[src/rtl/mcis_pkg.sv]
package mcis_pkg;

    localparam int NUNIT  = 5;
    localparam int UNIT_W = 3;

    typedef enum logic [UNIT_W-1:0] {
        UNIT_ALU  = 3'd0,
        UNIT_LOAD = 3'd1,
        UNIT_FADD = 3'd2,
        UNIT_MUL  = 3'd3,
        UNIT_DIV  = 3'd4
    } unit_e;

    typedef int tab_t [NUNIT];

    // bit 0 busy, bit 1 raw, bit 2 wb slot, bit 3 waw
    typedef struct packed {
        logic waw;
        logic wbport;
        logic raw;
        logic busy;
    } cause_t;

    function automatic int clog2_min1(input int v);
        return (v < 2) ? 1 : $clog2(v);
    endfunction

    function automatic int tab_max(input tab_t t);
        int m;
        m = 0;
        for (int i = 0; i < NUNIT; i++)
            if (t[i] > m) m = t[i];
        return m;
    endfunction

    // codes beyond the last unit fall back to the ALU
    function automatic logic [UNIT_W-1:0] unit_index(input logic [UNIT_W-1:0] code);
        return (code > UNIT_W'(NUNIT - 1)) ? UNIT_W'(0) : code;
    endfunction

endpackage

[src/rtl/mcis_unit_occ.sv]
module mcis_unit_occ
    import mcis_pkg::*;
#(
    parameter int II = 25
) (
    input  logic clk,
    input  logic rst,
    input  logic start_i,
    output logic ready_o
);

    localparam int W = clog2_min1(II);

    logic [W-1:0] left_q;

    always_ff @(posedge clk) begin
        if (rst)
            left_q <= '0;
        else if (start_i)
            left_q <= W'(II - 1);
        else if (left_q != '0)
            left_q <= left_q - 1'b1;
    end

    assign ready_o = (left_q == '0);

    // a blocking unit cannot take a second instruction on the next cycle
    p_refuse_reissue_r5: assert property (@(posedge clk) disable iff (rst)
        start_i |=> !ready_o);

    // the unit only becomes busy because something started
    p_busy_needs_start_r5: assert property (@(posedge clk) disable iff (rst)
        $fell(ready_o) |-> $past(start_i));

endmodule

[src/rtl/mcis_scoreboard.sv]
module mcis_scoreboard #(
    parameter int NREG = 32,
    parameter int RW   = 5,
    parameter int CW   = 5
) (
    input  logic          clk,
    input  logic          rst,
    input  logic          issue_i,
    input  logic [RW-1:0] src1_i,
    input  logic          src1_en_i,
    input  logic [RW-1:0] src2_i,
    input  logic          src2_en_i,
    input  logic [RW-1:0] dst_i,
    input  logic          dst_en_i,
    input  logic [CW-1:0] lat_i,
    input  logic [CW-1:0] exd_i,
    output logic          raw_o,
    output logic          waw_o
);

    // cycles until forwarding is possible
    logic [CW-1:0] rdy_q [NREG];
    // write-back distance bookkeeping: value v means slot v-1 from now
    logic [CW-1:0] wb_q  [NREG];

    always_ff @(posedge clk) begin
        if (rst) begin
            for (int r = 0; r < NREG; r++) begin
                rdy_q[r] <= '0;
                wb_q[r]  <= '0;
            end
        end else begin
            for (int r = 0; r < NREG; r++) begin
                if (issue_i && dst_en_i && (dst_i == RW'(r))) begin
                    rdy_q[r] <= lat_i;
                    wb_q[r]  <= exd_i - 1'b1;
                end else begin
                    if (rdy_q[r] != '0) rdy_q[r] <= rdy_q[r] - 1'b1;
                    if (wb_q[r]  != '0) wb_q[r]  <= wb_q[r]  - 1'b1;
                end
            end
        end
    end

    assign raw_o = (src1_en_i && (rdy_q[src1_i] != '0)) ||
                   (src2_en_i && (rdy_q[src2_i] != '0));

    // older writer finishing after the candidate blocks it
    assign waw_o = dst_en_i && (wb_q[dst_i] > exd_i);

    // a producer with nonzero latency leaves its register pending
    p_raw_hold_r3: assert property (@(posedge clk) disable iff (rst)
        (issue_i && dst_en_i && (lat_i != '0)) |=> (rdy_q[$past(dst_i)] != '0));

    // writes to one register never overtake each other
    p_waw_order_r8: assert property (@(posedge clk) disable iff (rst)
        (issue_i && dst_en_i) |-> (wb_q[dst_i] <= exd_i));

endmodule

[src/rtl/mcis_wb_ring.sv]
module mcis_wb_ring #(
    parameter int SLOTS = 25,
    parameter int SW    = 5
) (
    input  logic          clk,
    input  logic          rst,
    input  logic          issue_i,
    input  logic [SW-1:0] slot_i,
    output logic          taken_o
);

    logic [SLOTS-1:0] taken_q;
    logic [SLOTS-1:0] claim;

    assign claim   = issue_i ? (SLOTS'(1) << slot_i) : '0;
    assign taken_o = taken_q[slot_i];

    always_ff @(posedge clk) begin
        if (rst)
            taken_q <= '0;
        else
            taken_q <= (taken_q | claim) >> 1;
    end

    // a claimed slot moves one step closer every cycle
    p_claim_advance_r7: assert property (@(posedge clk) disable iff (rst)
        (issue_i && (slot_i != '0)) |=> taken_q[$past(slot_i) - 1'b1]);

    // no slot is ever claimed twice
    p_single_wb_r7: assert property (@(posedge clk) disable iff (rst)
        issue_i |-> !taken_q[slot_i]);

endmodule

[src/rtl/mcis_issue_check.sv]
module mcis_issue_check
    import mcis_pkg::*;
#(
    parameter int   NREG  = 32,
    parameter tab_t LAT_T = '{0, 1, 3, 6, 24},
    parameter tab_t EXD_T = '{1, 1, 4, 7, 25},
    parameter tab_t II_T  = '{1, 1, 1, 1, 25},
    localparam int  RW    = clog2_min1(NREG)
) (
    input  logic              clk,
    input  logic              rst,
    input  logic              id_valid_i,
    input  logic [UNIT_W-1:0] id_unit_i,
    input  logic [RW-1:0]     id_src1_i,
    input  logic              id_src1_en_i,
    input  logic [RW-1:0]     id_src2_i,
    input  logic              id_src2_en_i,
    input  logic [RW-1:0]     id_dst_i,
    input  logic              id_dst_en_i,
    output logic              issue_o,
    output logic              stall_o,
    output logic [3:0]        stall_cause_o
);

    localparam int SLOTS  = tab_max(EXD_T);
    localparam int SW     = clog2_min1(SLOTS);
    localparam int LATMAX = tab_max(LAT_T);
    localparam int CW     = clog2_min1(((LATMAX > SLOTS) ? LATMAX : SLOTS) + 1);

    logic [UNIT_W-1:0] uidx;
    logic [NUNIT-1:0]  unit_ready;
    logic [CW-1:0]     lat_sel;
    logic [CW-1:0]     exd_sel;
    logic [SW-1:0]     slot_sel;
    logic              unit_ok;
    logic              raw_hit;
    logic              waw_hit;
    logic              slot_taken;
    cause_t            cause;

    assign uidx = unit_index(id_unit_i);

    always_comb begin
        lat_sel  = '0;
        exd_sel  = '0;
        slot_sel = '0;
        unit_ok  = 1'b0;
        for (int u = 0; u < NUNIT; u++) begin
            if (uidx == UNIT_W'(u)) begin
                lat_sel  = CW'(LAT_T[u]);
                exd_sel  = CW'(EXD_T[u]);
                slot_sel = SW'(EXD_T[u] - 1);
                unit_ok  = unit_ready[u];
            end
        end
    end

    for (genvar u = 0; u < NUNIT; u++) begin : g_unit
        if (II_T[u] > 1) begin : g_block
            mcis_unit_occ #(.II(II_T[u])) u_occ (
                .clk     (clk),
                .rst     (rst),
                .start_i (issue_o && (uidx == UNIT_W'(u))),
                .ready_o (unit_ready[u])
            );
        end else begin : g_pipe
            assign unit_ready[u] = 1'b1;
        end
    end

    mcis_scoreboard #(.NREG(NREG), .RW(RW), .CW(CW)) u_sb (
        .clk       (clk),
        .rst       (rst),
        .issue_i   (issue_o),
        .src1_i    (id_src1_i),
        .src1_en_i (id_src1_en_i),
        .src2_i    (id_src2_i),
        .src2_en_i (id_src2_en_i),
        .dst_i     (id_dst_i),
        .dst_en_i  (id_dst_en_i),
        .lat_i     (lat_sel),
        .exd_i     (exd_sel),
        .raw_o     (raw_hit),
        .waw_o     (waw_hit)
    );

    mcis_wb_ring #(.SLOTS(SLOTS), .SW(SW)) u_ring (
        .clk     (clk),
        .rst     (rst),
        .issue_i (issue_o),
        .slot_i  (slot_sel),
        .taken_o (slot_taken)
    );

    always_comb begin
        cause = '0;
        if (id_valid_i) begin
            cause.busy   = !unit_ok;
            cause.raw    = raw_hit;
            cause.wbport = slot_taken;
            cause.waw    = waw_hit;
        end
    end

    assign stall_o       = |cause;
    assign issue_o       = id_valid_i && !stall_o;
    assign stall_cause_o = cause;

endmodule

[config.mk]
export PLATFORM = sky130hd
export DESIGN_NAME = mcis_issue_check
export DESIGN_NICKNAME = d
export VERILOG_FILES = /design/src/rtl/mcis_pkg.sv /design/src/rtl/mcis_unit_occ.sv /design/src/rtl/mcis_scoreboard.sv /design/src/rtl/mcis_wb_ring.sv /design/src/rtl/mcis_issue_check.sv
export SDC_FILE = /design/constraint.sdc
export NUM_CORES = 1
export LEC_CHECK = 0
export BUFFER_PORTS_ARGS = -buffer_cell sky130_fd_sc_hd__buf_2
export CAP_MARGIN = 20
export CORE_UTILIZATION = 55
export CTS_BUF_LIST = sky130_fd_sc_hd__clkbuf_2 sky130_fd_sc_hd__clkbuf_4 sky130_fd_sc_hd__clkbuf_8
export DETAILED_ROUTE_END_ITERATION = 8
export GPL_TIMING_DRIVEN = 0
export PLACE_DENSITY = 0.71
export SYNTH_ARGS = -nofsm -noshare
export SYNTH_HDL_FRONTEND = slang
export SYNTH_HIERARCHICAL = 1
export SYNTH_SLANG_ARGS = --single-unit
[constraint.sdc]
create_clock -name clk -period 14.1 [get_ports clk]
set_input_delay 2.82 -clock clk [delete_from_list [all_inputs] [get_ports clk]]
set_output_delay 2.82 -clock clk [all_outputs]
set_load 0.005 [all_outputs]
==> Word-level counts from Yosys, hierarchy flattened <==
Memories as Yosys holds them, arrays and structs flattened.
Index checks and enable logic that the tools add are counted.
{ "classes": {"add_sub_neg": 66, "order_cmp": 3, "n_eq_ne": 35, "n_shift": 1, "mux": 506, "bitwise_logic": 129, "n_reduce_logical": 114} }
{ "ops": {"columns": ["operator", "count"], "rows": [
  ["5-bit 2-to-1 mux", 139],
  ["1-bit 2-to-1 mux", 362],
  ["5-bit nonzero test", 67],
  ["5-bit by 1-bit subtractor with 5-bit output (second input constant)", 66],
  ["1-bit OR", 128],
  ["5-bit equality test (second input constant)", 16],
  ["5-bit by 4-bit equality test with 1-bit output (second input constant)", 8],
  ["1-bit logical AND", 38],
  ["25-bit 2-to-1 mux", 1],
  ["25-bit OR", 1],
  ["1-bit by 5-bit << shifter with 25-bit output (first input constant)", 1],
  ["5-bit by 3-bit equality test with 1-bit output (second input constant)", 4],
  ["5-bit by 2-bit equality test with 1-bit output (second input constant)", 2],
  ["5-bit zero test", 2],
  ["3-bit by 2-bit equality test with 1-bit output (second input constant)", 2],
  ["5-bit by 6-bit less-than comparator with 1-bit output (second input constant)", 1],
  ["1-bit binary-select mux with 5-bit select", 1],
  ["5-bit by 1-bit equality test with 1-bit output (second input constant)", 1],
  ["5-bit > comparator", 1],
  ["4-bit 2-to-1 mux", 1],
  ["4-bit OR reduction", 1],
  ["3-bit by 1-bit equality test with 1-bit output (second input constant)", 1],
  ["3-bit equality test (second input constant)", 1],
  ["3-bit > comparator (second input constant)", 1],
  ["other kinds (7)", 8]
]} }
{ "totals": {"ff_bits": 30, "mem_bits_rw": 320, "in_bits": 24, "mem_count": 2} }
{ "memory_table": {"columns": ["name", "depth", "width", "read_ports", "rd_ports_with_merged_regs", "write_ports", "line", "text"], "rows": [
  ["u_sb.rdy_q", 32, 5, 34, 0, 32, "mcis_scoreboard.sv:22", "logic [CW-1:0] rdy_q [NREG];"],
  ["u_sb.wb_q", 32, 5, 33, 0, 32, "mcis_scoreboard.sv:24", "logic [CW-1:0] wb_q [NREG];"]
]} }

==> Depth between registers and ports, before layout <==
Gate-level depths: netlist (run 1).
{ "depth": {"ltp_word": 21, "mapped_depth": 23, "mapped_depth_nobuf": 18} }

==> Cells and area by module <==
The synthesis (run 1) kept the hierarchy.
{ "modules_own_cells": {"columns": ["mod", "instances", "cells_per_inst", "area_per_inst_um2", "seq_area_each_um2"], "rows": [
  ["mcis_scoreboard", 1, 1998, 20030.5, 9609.2],
  ["mcis_wb_ring", 1, 120, 1038.5, 480.5],
  ["mcis_unit_occ", 1, 24, 244.0, 100.1],
  ["mcis_issue_check", 1, 16, 116.4, 0.0]
]} }

==> Least setup slack after synthesis (run 1) <==
Ideal clock, no wire load.
{ "synth_path": {"path_type": "input-to-output", "startpoint": "input id_dst_i[0]", "endpoint": "output issue_o", "arrival_time_ns": 5.873, "slack_ns": 5.407, "cell_stages": 15, "n_path_buf": 3, "path_cell_list": "buf_4 -> buf_6 -> buf_6 -> mux4_2 -> mux4_2 -> mux2_2 -> ha_1 -> nor2b_1 -> o21a_1 -> o21ai_0 -> nand2b_1 -> a21oi_1 -> nor2_1 -> nor3_1 -> and3_1"} }
{ "synth_between": {"elab_chain_len": 7} }
{ "synth_lines": {"columns": ["element", "line", "text"], "rows": [
  ["start: declaration", "mcis_issue_check.sv:18", "input logic [RW-1:0] id_dst_i,"],
  ["memory read 32 x 5 bit", null, null],
  ["5-bit > comparator", "mcis_scoreboard.sv:49", "assign waw_o = dst_en_i && (wb_q[dst_i] > exd_i);"],
  ["1-bit logical AND", "mcis_scoreboard.sv:49", null],
  ["via waw_hit", "mcis_issue_check.sv:37", "logic waw_hit;"],
  ["4-bit 2-to-1 mux", "mcis_issue_check.sv:97", "if (id_valid_i) begin"],
  ["4-bit OR reduction", "mcis_issue_check.sv:105", "assign stall_o = |cause;"],
  ["1-bit zero test", "mcis_issue_check.sv:106", "assign issue_o = id_valid_i && !stall_o;"],
  ["1-bit logical AND", "mcis_issue_check.sv:106", null],
  ["end: declaration", "mcis_issue_check.sv:20", "output logic issue_o,"]
]} }
The timed path passes the listed nets, and every way through them passes these cells.

==> Worst setup path in the final report (run 1) <==
{ "layout_path": {"startpoint": "input id_dst_i[1]", "endpoint": "output issue_o"} }
The elaborated chain is that of the path after synthesis.

==> results.toml, run 1 <==
[status]
outcome = "finished clean"

[timing]
slew_headroom = 0.236
drv_slew = 0
fin_crit_ps = 9980
fin_tns_setup_ps = 0
whs_ps = 463
hold_viol = 0
max_freq_mhz = 100
setup_viol = 0
finalCritPeriodShare = 0.708
clock_skew_ps = 21.8
rsz0062_at_grt = "false"
worst_pin_slew_ps = 1140

[place]
dp_hpwl_microns = 44900
dpl_cell_area_sq_um = 22200
gp_congestion = 0.984
io_buffers = 23

[power]
p_clk_frac = 0.179
power_frac_comb = 0.397
p_per_area_nw_per_um2 = 220
seq_power_share = 0.425
netSwitchingFraction = 0.392
p_leak_nw = 8.53
power.switching_mw = 2.02
internal-power_mw = 3.13
finalPower_mw = 5.14
max-vdd-ir-drop_uv = 95.4

[worst_setup_path]
worstPathArrival_ps = 7160
cp-start-kind = "primary input"
slowest_delay_ps = 650
crit_type = "in2out"
crit_family = "buffers and inverters"
crit_slowest_cell = "buf_1"
crit_buf_inv = 4
worstSetupEndpointType = "output port"
worst-path-max-fanout = 10
worstPathCellList = "buf_2, buf_4, buf_1, mux4_2, mux4_2, mux2_2, ha_1, nor2b_1, o21a_1, o21ai_0, nand2b_1, a21oi_1, nor2_1, nor3_1, and3_1, buf_2"
crit_required_ps = 11280

[cts]
cts-resized-gates = 0
cts_hold_buffers = 0
clk_latency_ps = 680
cts_tree = "built"
numCtsBuffers = 61
clkTransAtPathRegs_ps = 60
root_buffer = "clkbuf_8"
cts.sinks = 349
clk_path_buf_depth = 3
postCtsSetupRepairBufs = 0
htreeDepth = 2

[cells_and_area]
finish.utilization = 0.616
area_growth_pct = 9.24
layout-drive-gt1-share = 0.0982
fin_nets = 2346
design_area_sq_um = 23400
diodes = 0

[yosys]
synth_xor_area_frac = 0.0515
synthMuxAreaShare = 0.0735
avgSynthCellArea_sq_um = 9.93
synth_fa_ha_area_frac = 0.0415
synth_ff_type = "edfxtp_1"
synth.distinct_cells = 69
syn_inst = 2158
synth.ff_latch_count = 349
synth_nets = 2253
seq_area_frac_synth = 0.476
synth-simple-area-share = 0.171
synth_top_family_by_area = "simple AND/OR/NAND/NOR gates"
synth_compound_area_frac = 0.141
synth_edf_count = 320
syn_area_sq_um = 21400
yosys_warnings = 6
async_flop_share = 0

[floorplanning]
rows = 71
core-area_sq_um = 38000
initial_utilization = 0.564
pin_count = 30
die_x_microns = 199
die_h_microns = 199
die_area_sq_um = 39800

[global_route]
grt_pass1_wl_microns = 95100
grt_antenna_before_repair = 0
grt_pass1_vias = 16900
grt-ovfl-total = 0
grt_usage = 0.317
grt_max_degree = 17

[flow_run]
max_cap_viol_count = 0

[drt]
num_vias = 18000
detail_route.vias_per_cell = 6.39
firstDrtPassIters = 6
drtIter0Drc = 2062
routedWlPerCell_microns = 22.1
final_antenna_net_count = 0
routed_wl_microns = 62100
drc = 0

[worst_hold_path]
holdCritPathClass = "reg2reg"
-- worst min-delay path, delay by kind of cell (launching register included) --
| family | cells | cell delay (ps) |
|---|---|---|
| flops | 1 | 320 |
| simple gates | 1 | 70 |
| compound gates | 1 | 40 |
-- cell usage after synthesis (all sizes together) (2+ instances only) --
library cell | count | share of area
a311o | 3 | 0.0014
a221oi | 4 | 0.0016
nand4 | 3 | 0.00088
or3 | 5 | 0.0015
buf | 30 | 0.0082
a32oi | 3 | 0.0012
edfxtp | 320 | 0.45
inv | 143 | 0.025
or2 | 2 | 0.00058
or4 | 2 | 0.00070
dfxtp | 29 | 0.027
nand3b | 3 | 0.0011
and3 | 5 | 0.0015
and2 | 8 | 0.0024
a311oi | 4 | 0.0016
nor2 | 267 | 0.047
nor3b | 8 | 0.0028
a21o | 3 | 0.0011
mux2i | 25 | 0.012
nor4 | 21 | 0.0061
xnor2 | 109 | 0.045
a211oi | 78 | 0.027
a21oi | 77 | 0.018
nand2 | 231 | 0.040
nand2b | 13 | 0.0039
a22oi | 4 | 0.0014
mux4 | 56 | 0.059
or3b | 16 | 0.0065
a32o | 36 | 0.017
o31a | 10 | 0.0041
o21ai | 162 | 0.038
o22ai | 73 | 0.021
nor4b | 3 | 0.0019
ha | 71 | 0.041
xor2 | 17 | 0.0069
nand3 | 53 | 0.012
nor2b | 48 | 0.014
nor3 | 106 | 0.025
a31oi | 10 | 0.0029
and2b | 2 | 0.00076
clkbuf | 75 | 0.013
mux2 | 5 | 0.0026
-- per-layer routing --
layer / track usage / wire [microns] / up-vias
met5: 0 / 0 / -
met4: 0.139 / 2530 / 0
met3: 0.0670 / 6680 / 180
met2: 0.496 / 28200 / 998
met1: 0.426 / 24700 / 8637
li1: - / - / 8171
-- area by class of cell --
type	instances	area [sq um]
tap	511	639
fill	3163	14600
timing repair buffer	30	158
buffer	105	458
clock buffer	79	987
clock inverter	35	190
sequential	349	10200
multi-input combinational	1560	10200
inverter	144	541
-- layout by cell type, fill, tap and decap left out, types with 54 or more instances in the layout --
| cell type | synthesis | final |
|---|---|---|
| nor3_1 | 105 | 105 |
| edfxtp_1 | 320 | 320 |
| clkbuf_1 | 75 | 75 |
| o21ai_0 | 161 | 161 |
| a21oi_1 | 77 | 77 |
| xnor2_1 | 109 | 109 |
| nand2_1 | 231 | 231 |
| ha_1 | 71 | 71 |
| inv_1 | 143 | 143 |
| clkbuf_8 | 0 | 63 |
| o22ai_1 | 73 | 73 |
| a211oi_1 | 78 | 78 |
| nor2_1 | 267 | 267 |
| mux4_2 | 54 | 54 |
-- cells by family (layout without fill, tap and decap cells) --
kind of cell,Yosys count,in the layout
simple gates,800,800
compound gates,477,477
flops,349,349
buf+inv,249,393
fa+ha+maj,71,71
xor+xnor,126,126
mux,86,86
-- power groups by stage --
stage	clock [mW]	sequential (mW)	combinational, mW
finish	0.919	2.18	2.04
CTS	0.935	2.17	2.01
detailed placement	0	2.18	1.99
global route	0.977	2.24	2.26
global placement	0	2.16	1.90
floorplan	0	2.04	1.59
-- state kept, by name, indices dropped and copies added, names as in the netlist --
name / flops
u_sb/wb_q: 160
u_ring/taken_q: 24
g_unit.g_block.u_occ/left_q: 5
u_sb/rdy_q: 160
-- stage by stage --
step / cells / setup WS (ps)
finish: 2813 / 4120
global route: 2813 / 3930
CTS: 2811 / 4180
detailed placement: 2697 / 4190
global placement: 2692 / 4270
floorplan: 2158 / 5410
-- worst paths after layout --
path / startpoint / slack [ps] / cells after the start / to
min: u_ring/taken_q[11] / 460 / 2 / u_ring/taken_q[10]
min reg2reg: u_ring/taken_q[11] / 460 / 2 / u_ring/taken_q[10]
max reg2reg: u_sb/wb_q[28][1] / 8320 / 19 / u_sb/wb_q[15][0]
max: id_dst_i[1] / 4120 / 16 / issue_o
(Power assumes the default switching activity.)
==> run 2, diff against run 1 <==
Settings changed: PLACE_DENSITY 0.71 to 0.74.
Clock period 14.1 ns to 8 ns, I/O delays scaled along.
==> run 2 against run 1 <==
Sequential share of layout area fell by 0.060 points. Critical path type unchanged. Critical path depth did not move. Combinational power rose by 76%. Largest power group unchanged. Final cell count fell by 0.18%.
==> results.toml, run 2 (synthesis gave the netlist of run 1 again) <==
[drt]
dr_wl_met2_microns = 27300
final_antenna_net_count = 0
firstDrtPassIters = 9
routed_wl_microns = 60900
wl_met3_microns = 6960
drtIter0Drc = 2319
top_layer = "met4"
drc = 0
routedWlPerCell_microns = 21.7
wl_met1_microns = 23900
detail_route.vias_per_cell = 6.44
num_vias = 18100

[timing]
finalCritPeriodShare = 0.948
hold_viol = 0
drv_slew = 0
fin_tns_setup_ps = 0
setup_viol = 0
max_freq_mhz = 132
slew_headroom = 0.126
worst_pin_slew_ps = 1300
fin_crit_ps = 7580
rsz0062_at_grt = "false"
clock_skew_ps = 18.3

[worst_setup_path]
crit_slowest_cell = "buf_1"
crit_required_ps = 6400
worstSetupEndpointType = "output port"
crit_type = "in2out"
slowest_delay_ps = 650
worstPathArrival_ps = 5980
cp-start-kind = "primary input"
worst-path-max-fanout = 10
worstPathCellList = "buf_2, buf_4, buf_1, mux4_2, mux4_2, mux2_2, ha_1, nor2b_1, o21a_1, o21ai_0, nand2b_1, a21oi_1, nor2_1, nor3_1, and3_1, buf_2"

[cells_and_area]
final_common_cell = "edfxtp_1"
top_regs = "u_sb/rdy_q (160), u_sb/wb_q (160), u_ring/taken_q (24)"
design_area_sq_um = 23400
area_growth_pct = 9.39
fin_nets = 2345
layout-drive-gt1-share = 0.0985
mostFrequentLayoutCells = "edfxtp_1 (320), nor2_1 (267), nand2_1 (231), o21ai_0 (161), inv_1 (143)"

[floorplanning]
die_area_sq_um = 39800
die_x_microns = 199
core-area_sq_um = 38000
pin_count = 30
die_h_microns = 199
initial_utilization = 0.564
rows = 71

[power]
p_per_area_nw_per_um2 = 387
p_clk_frac = 0.179
power_frac_comb = 0.397
internal-power_mw = 5.55
netSwitchingFraction = 0.388
power.switching_mw = 3.51
p_leak_nw = 8.53
seq_power_share = 0.424
max-vdd-ir-drop_uv = 143

[cts]
cts_hold_buffers = 0
cts.sinks = 349
cts-resized-gates = 0
root_buffer = "clkbuf_8"
cts_tree = "built"
clkTransAtPathRegs_ps = 50
postCtsSetupRepairBufs = 0
clk_latency_ps = 660
htreeDepth = 2
numCtsBuffers = 59
clk_path_buf_depth = 3

[global_route]
grt_pass1_vias = 17000
grt_usage = 0.309
grt_antenna_before_repair = 1
grt_pass1_wl_microns = 93000
grt-ovfl-total = 0
grt_max_degree = 16

[worst_hold_path]
holdCritPathClass = "reg2reg"

[place]
io_buffers = 23
dp_hpwl_microns = 44000
gp_congestion = 0.961
dpl_cell_area_sq_um = 22200

[status]
outcome = "finished clean"

[flow_run]
max_cap_viol_count = 0
-- run 2: cell types whose count changed in the layout (fill, tap and decap cells not counted), moves of 2 or more --
cell      delta
clkinv_1     -7
clkbuf_8     +3
clkinv_2     -9
inv_6        -2
buf_6        +2
diode_2      +2
clkbuf_4     +6
-- run 2: path summary, 6_finish.rpt --
path,from,end,slack [ps],depth (start not counted)
min reg2reg,u_ring/taken_q[9],u_ring/taken_q[8],460,2
max reg2reg,u_sb/wb_q[28][1],u_sb/wb_q[12][1],2060,19
max,id_dst_i[1],issue_o,420,16
min,u_ring/taken_q[9],u_ring/taken_q[8],460,2
-- run 2: area by class of cell --
| class | instances | area, sq um |
|---|---|---|
| tap | 511 | 639 |
| sequential | 349 | 10200 |
| multi-input combinational | 1560 | 10200 |
| inverter | 144 | 541 |
| fill | 3197 | 14600 |
| clock buffer | 88 | 1070 |
| antenna | 2 | 5.00 |
| clock inverter | 18 | 109 |
| timing repair buffer | 31 | 180 |
| buffer | 105 | 458 |
-- run 2: per-stage QoR --
stage | utilization | setup slack (ps) | total power [mW] | hold slack (ps) | std cells
detailed placement | 0.585 | 214 | 7.34 | 457 | 2697
global route | 0.616 | 279 | 9.63 | 491 | 2806
floorplan | - | 1750 | 6.39 | 428 | 2158
CTS | 0.616 | 538 | 9.00 | 468 | 2803
global placement | 0.583 | -4.63 | 7.14 | 443 | 2692
finish | 0.617 | 417 | 9.06 | 464 | 2808
-- run 2: worst max-delay path, delay by kind of cell --
kind	cells	cell delay, ps
multiplexers	3	1280
AO/OA/AOI/OAI	3	460
adder cells (fa/ha/maj)	1	310
AND/OR/NAND/NOR	5	1050
buffers and inverters	4	1280
-- run 2: routing by layer --
| metal | GRT usage | vias to the layer above |
|---|---|---|
| li1 | - | 8148 |
| met1 | 0.413 | 8666 |
| met2 | 0.472 | 1074 |
| met3 | 0.0743 | 201 |
| met4 | 0.148 | 0 |
| met5 | 0 | - |
-- run 2: power groups by stage --
stage          clock, mW  combinational, mW  sequential, mW
6_report            1.63               3.60            3.84
5_1_grt             1.73               3.97            3.93
4_1_cts             1.65               3.54            3.81
3_5_place_dp           0               3.50            3.84
3_3_place_gp           0               3.34            3.80
2_1_floorplan          0               2.80            3.59
==> run 3, diff against run 2 <==
Settings changed: RECOVER_POWER from default to 50.
==> run 3 against run 2 <==
Critical path type unchanged. Via count barely moved. Power about the same. Setup slack got worse by 58 ps. Register-to-register slack worse by 60 ps. Clock power is essentially flat. Clock-buffer cell count unchanged. Combinational power about the same. Non-clock buffer count unchanged. Sequential share of layout area about the same. Die area stayed put. First-iteration DRC count grew 0.78%.
==> results.toml, run 3 (synthesis gave the netlist of run 1 again) <==
[status]
outcome = "finished clean"

[timing]
whs_ps = 464
max_freq_mhz = 131
finalCritPeriodShare = 0.955
hold_viol = 0
setup_viol = 0
slew_headroom = 0.141
drv_slew = 0
fin_crit_ps = 7640
worst_pin_slew_ps = 1280
clock_skew_ps = 21.0
rsz0062_at_grt = "false"

[worst_hold_path]
min_to = "u_ring/taken_q[8]"
holdCritPathClass = "reg2reg"
holdCritStartpoint = "u_ring/taken_q[9]"
whs_path_depth = 2

[floorplanning]
die_h_microns = 199
core-area_sq_um = 38000
die_x_microns = 199
pin_count = 30
initial_utilization = 0.564
die_area_sq_um = 39800
rows = 71

[drt]
drc = 0
drtIter0Drc = 2337
final_antenna_net_count = 0
detail_route.vias_per_cell = 6.44
routed_wl_microns = 61100
num_vias = 18100
routedWlPerCell_microns = 21.8
firstDrtPassIters = 6

[cts]
cts-resized-gates = 0
cts.sinks = 349
clkTransAtPathRegs_ps = 50
numCtsBuffers = 59
cts_tree = "built"
htreeDepth = 2
root_buffer = "clkbuf_8"
cts_hold_buffers = 0
clk_path_buf_depth = 3
postCtsSetupRepairBufs = 0
clk_latency_ps = 660

[worst_setup_path]
crit_type = "in2out"
timing.rr.end = "u_sb/wb_q[12][0]"
reg2regPathDepth = 19
crit_family = "multiplexers"
reg2reg_slack_ps = 2000
worstSetupEndpointType = "output port"
crit_required_ps = 6400
crit_slowest_cell = "clkbuf_1"
worst-path-max-fanout = 10
crit_buf_inv = 4
worstPathCellList = "buf_2, buf_4, clkbuf_1, mux4_2, mux4_2, mux2_1, ha_1, nor2b_1, o21a_1, o21ai_0, nand2b_1, a21oi_1, nor2_1, nor3_1, and3_1, buf_2"
crit_start = "id_dst_i[1]"
slowest_delay_ps = 660
cp-start-kind = "primary input"
worstPathArrival_ps = 6040
r2r_start = "u_sb/wb_q[28][1]"

[global_route]
grt_pass1_wl_microns = 93000
grt_pass1_vias = 17000
grt-ovfl-total = 0
grt_usage = 0.309
grt_antenna_before_repair = 1
grt_max_degree = 16

[cells_and_area]
layout-drive-gt1-share = 0.0972
fill_cells = 3199
area_growth_pct = 9.33
register_area_sq_um = 10200
top_regs = "u_sb/rdy_q (160), u_sb/wb_q (160), u_ring/taken_q (24)"
mostFrequentLayoutCells = "edfxtp_1 (320), nor2_1 (267), nand2_1 (231), o21ai_0 (162), inv_1 (143)"
multi_input_area_sq_um = 10200
finish.utilization = 0.616
final_common_cell = "edfxtp_1"
layout.cells.non_filler = 2808
fin_nets = 2345
design_area_sq_um = 23400

[place]
dp_hpwl_microns = 44000
gp_congestion = 0.961
io_buffers = 23
dpl_cell_area_sq_um = 22200
placed_cells = 2697

[power]
p_per_area_nw_per_um2 = 387
max-vdd-ir-drop_uv = 141
finalPower_mw = 9.07
p_leak_nw = 8.52

[flow_run]
max_cap_viol_count = 0
[run 3: cell type report]
class | instances | area share
multi-input cells | 1560 | 0.437
flip-flops and latches | 349 | 0.435
clock buffers | 88 | 0.0458
well taps | 511 | 0.0273
inverters | 144 | 0.0231
plain buffers | 105 | 0.0195
repair buffers | 31 | 0.00737
clock inverters | 18 | 0.00465
diodes | 2 | 0.000214
[run 3: per-stage QoR]
stage                     setup WS [ps]  TNS (ps)
after floorplan                    1750         0
after global placement            -4.63     -5.69
after detailed placement            214         0
after CTS                           538         0
after global routing                208         0
final                               359         0
[run 3: power by group]
part | switching, mW | internal, mW
combinational | 2.02 | 1.58
sequential | 0.756 | 3.09
clock | 0.739 | 0.883
[run 3: worst max path at each step]
stage | endpoint | cells past startpoint
floorplan | issue_o | 15
global placement | u_sb/wb_q[1][0] | 20
finish | issue_o | 16
global route | issue_o | 16
detailed placement | u_sb/wb_q[12][0] | 22
CTS | issue_o | 16
[run 3: worst register-to-register path: cells and delay by family (launching register included)]
kind            cells  cell delay (ps)
buf+inv             1              430
flops               1              450
simple gates        8             1740
fa+ha+maj           1              310
mux                 3             1400
compound gates      6             1370
[run 3: metal layers]
metal / global-route usage / vias up / wire length, microns
met5: 0 / - / 0
li1: - / 8145 / -
met4: 0.148 / 0 / 2730
met2: 0.472 / 1100 / 27300
met3: 0.0743 / 214 / 6970
met1: 0.413 / 8638 / 24100
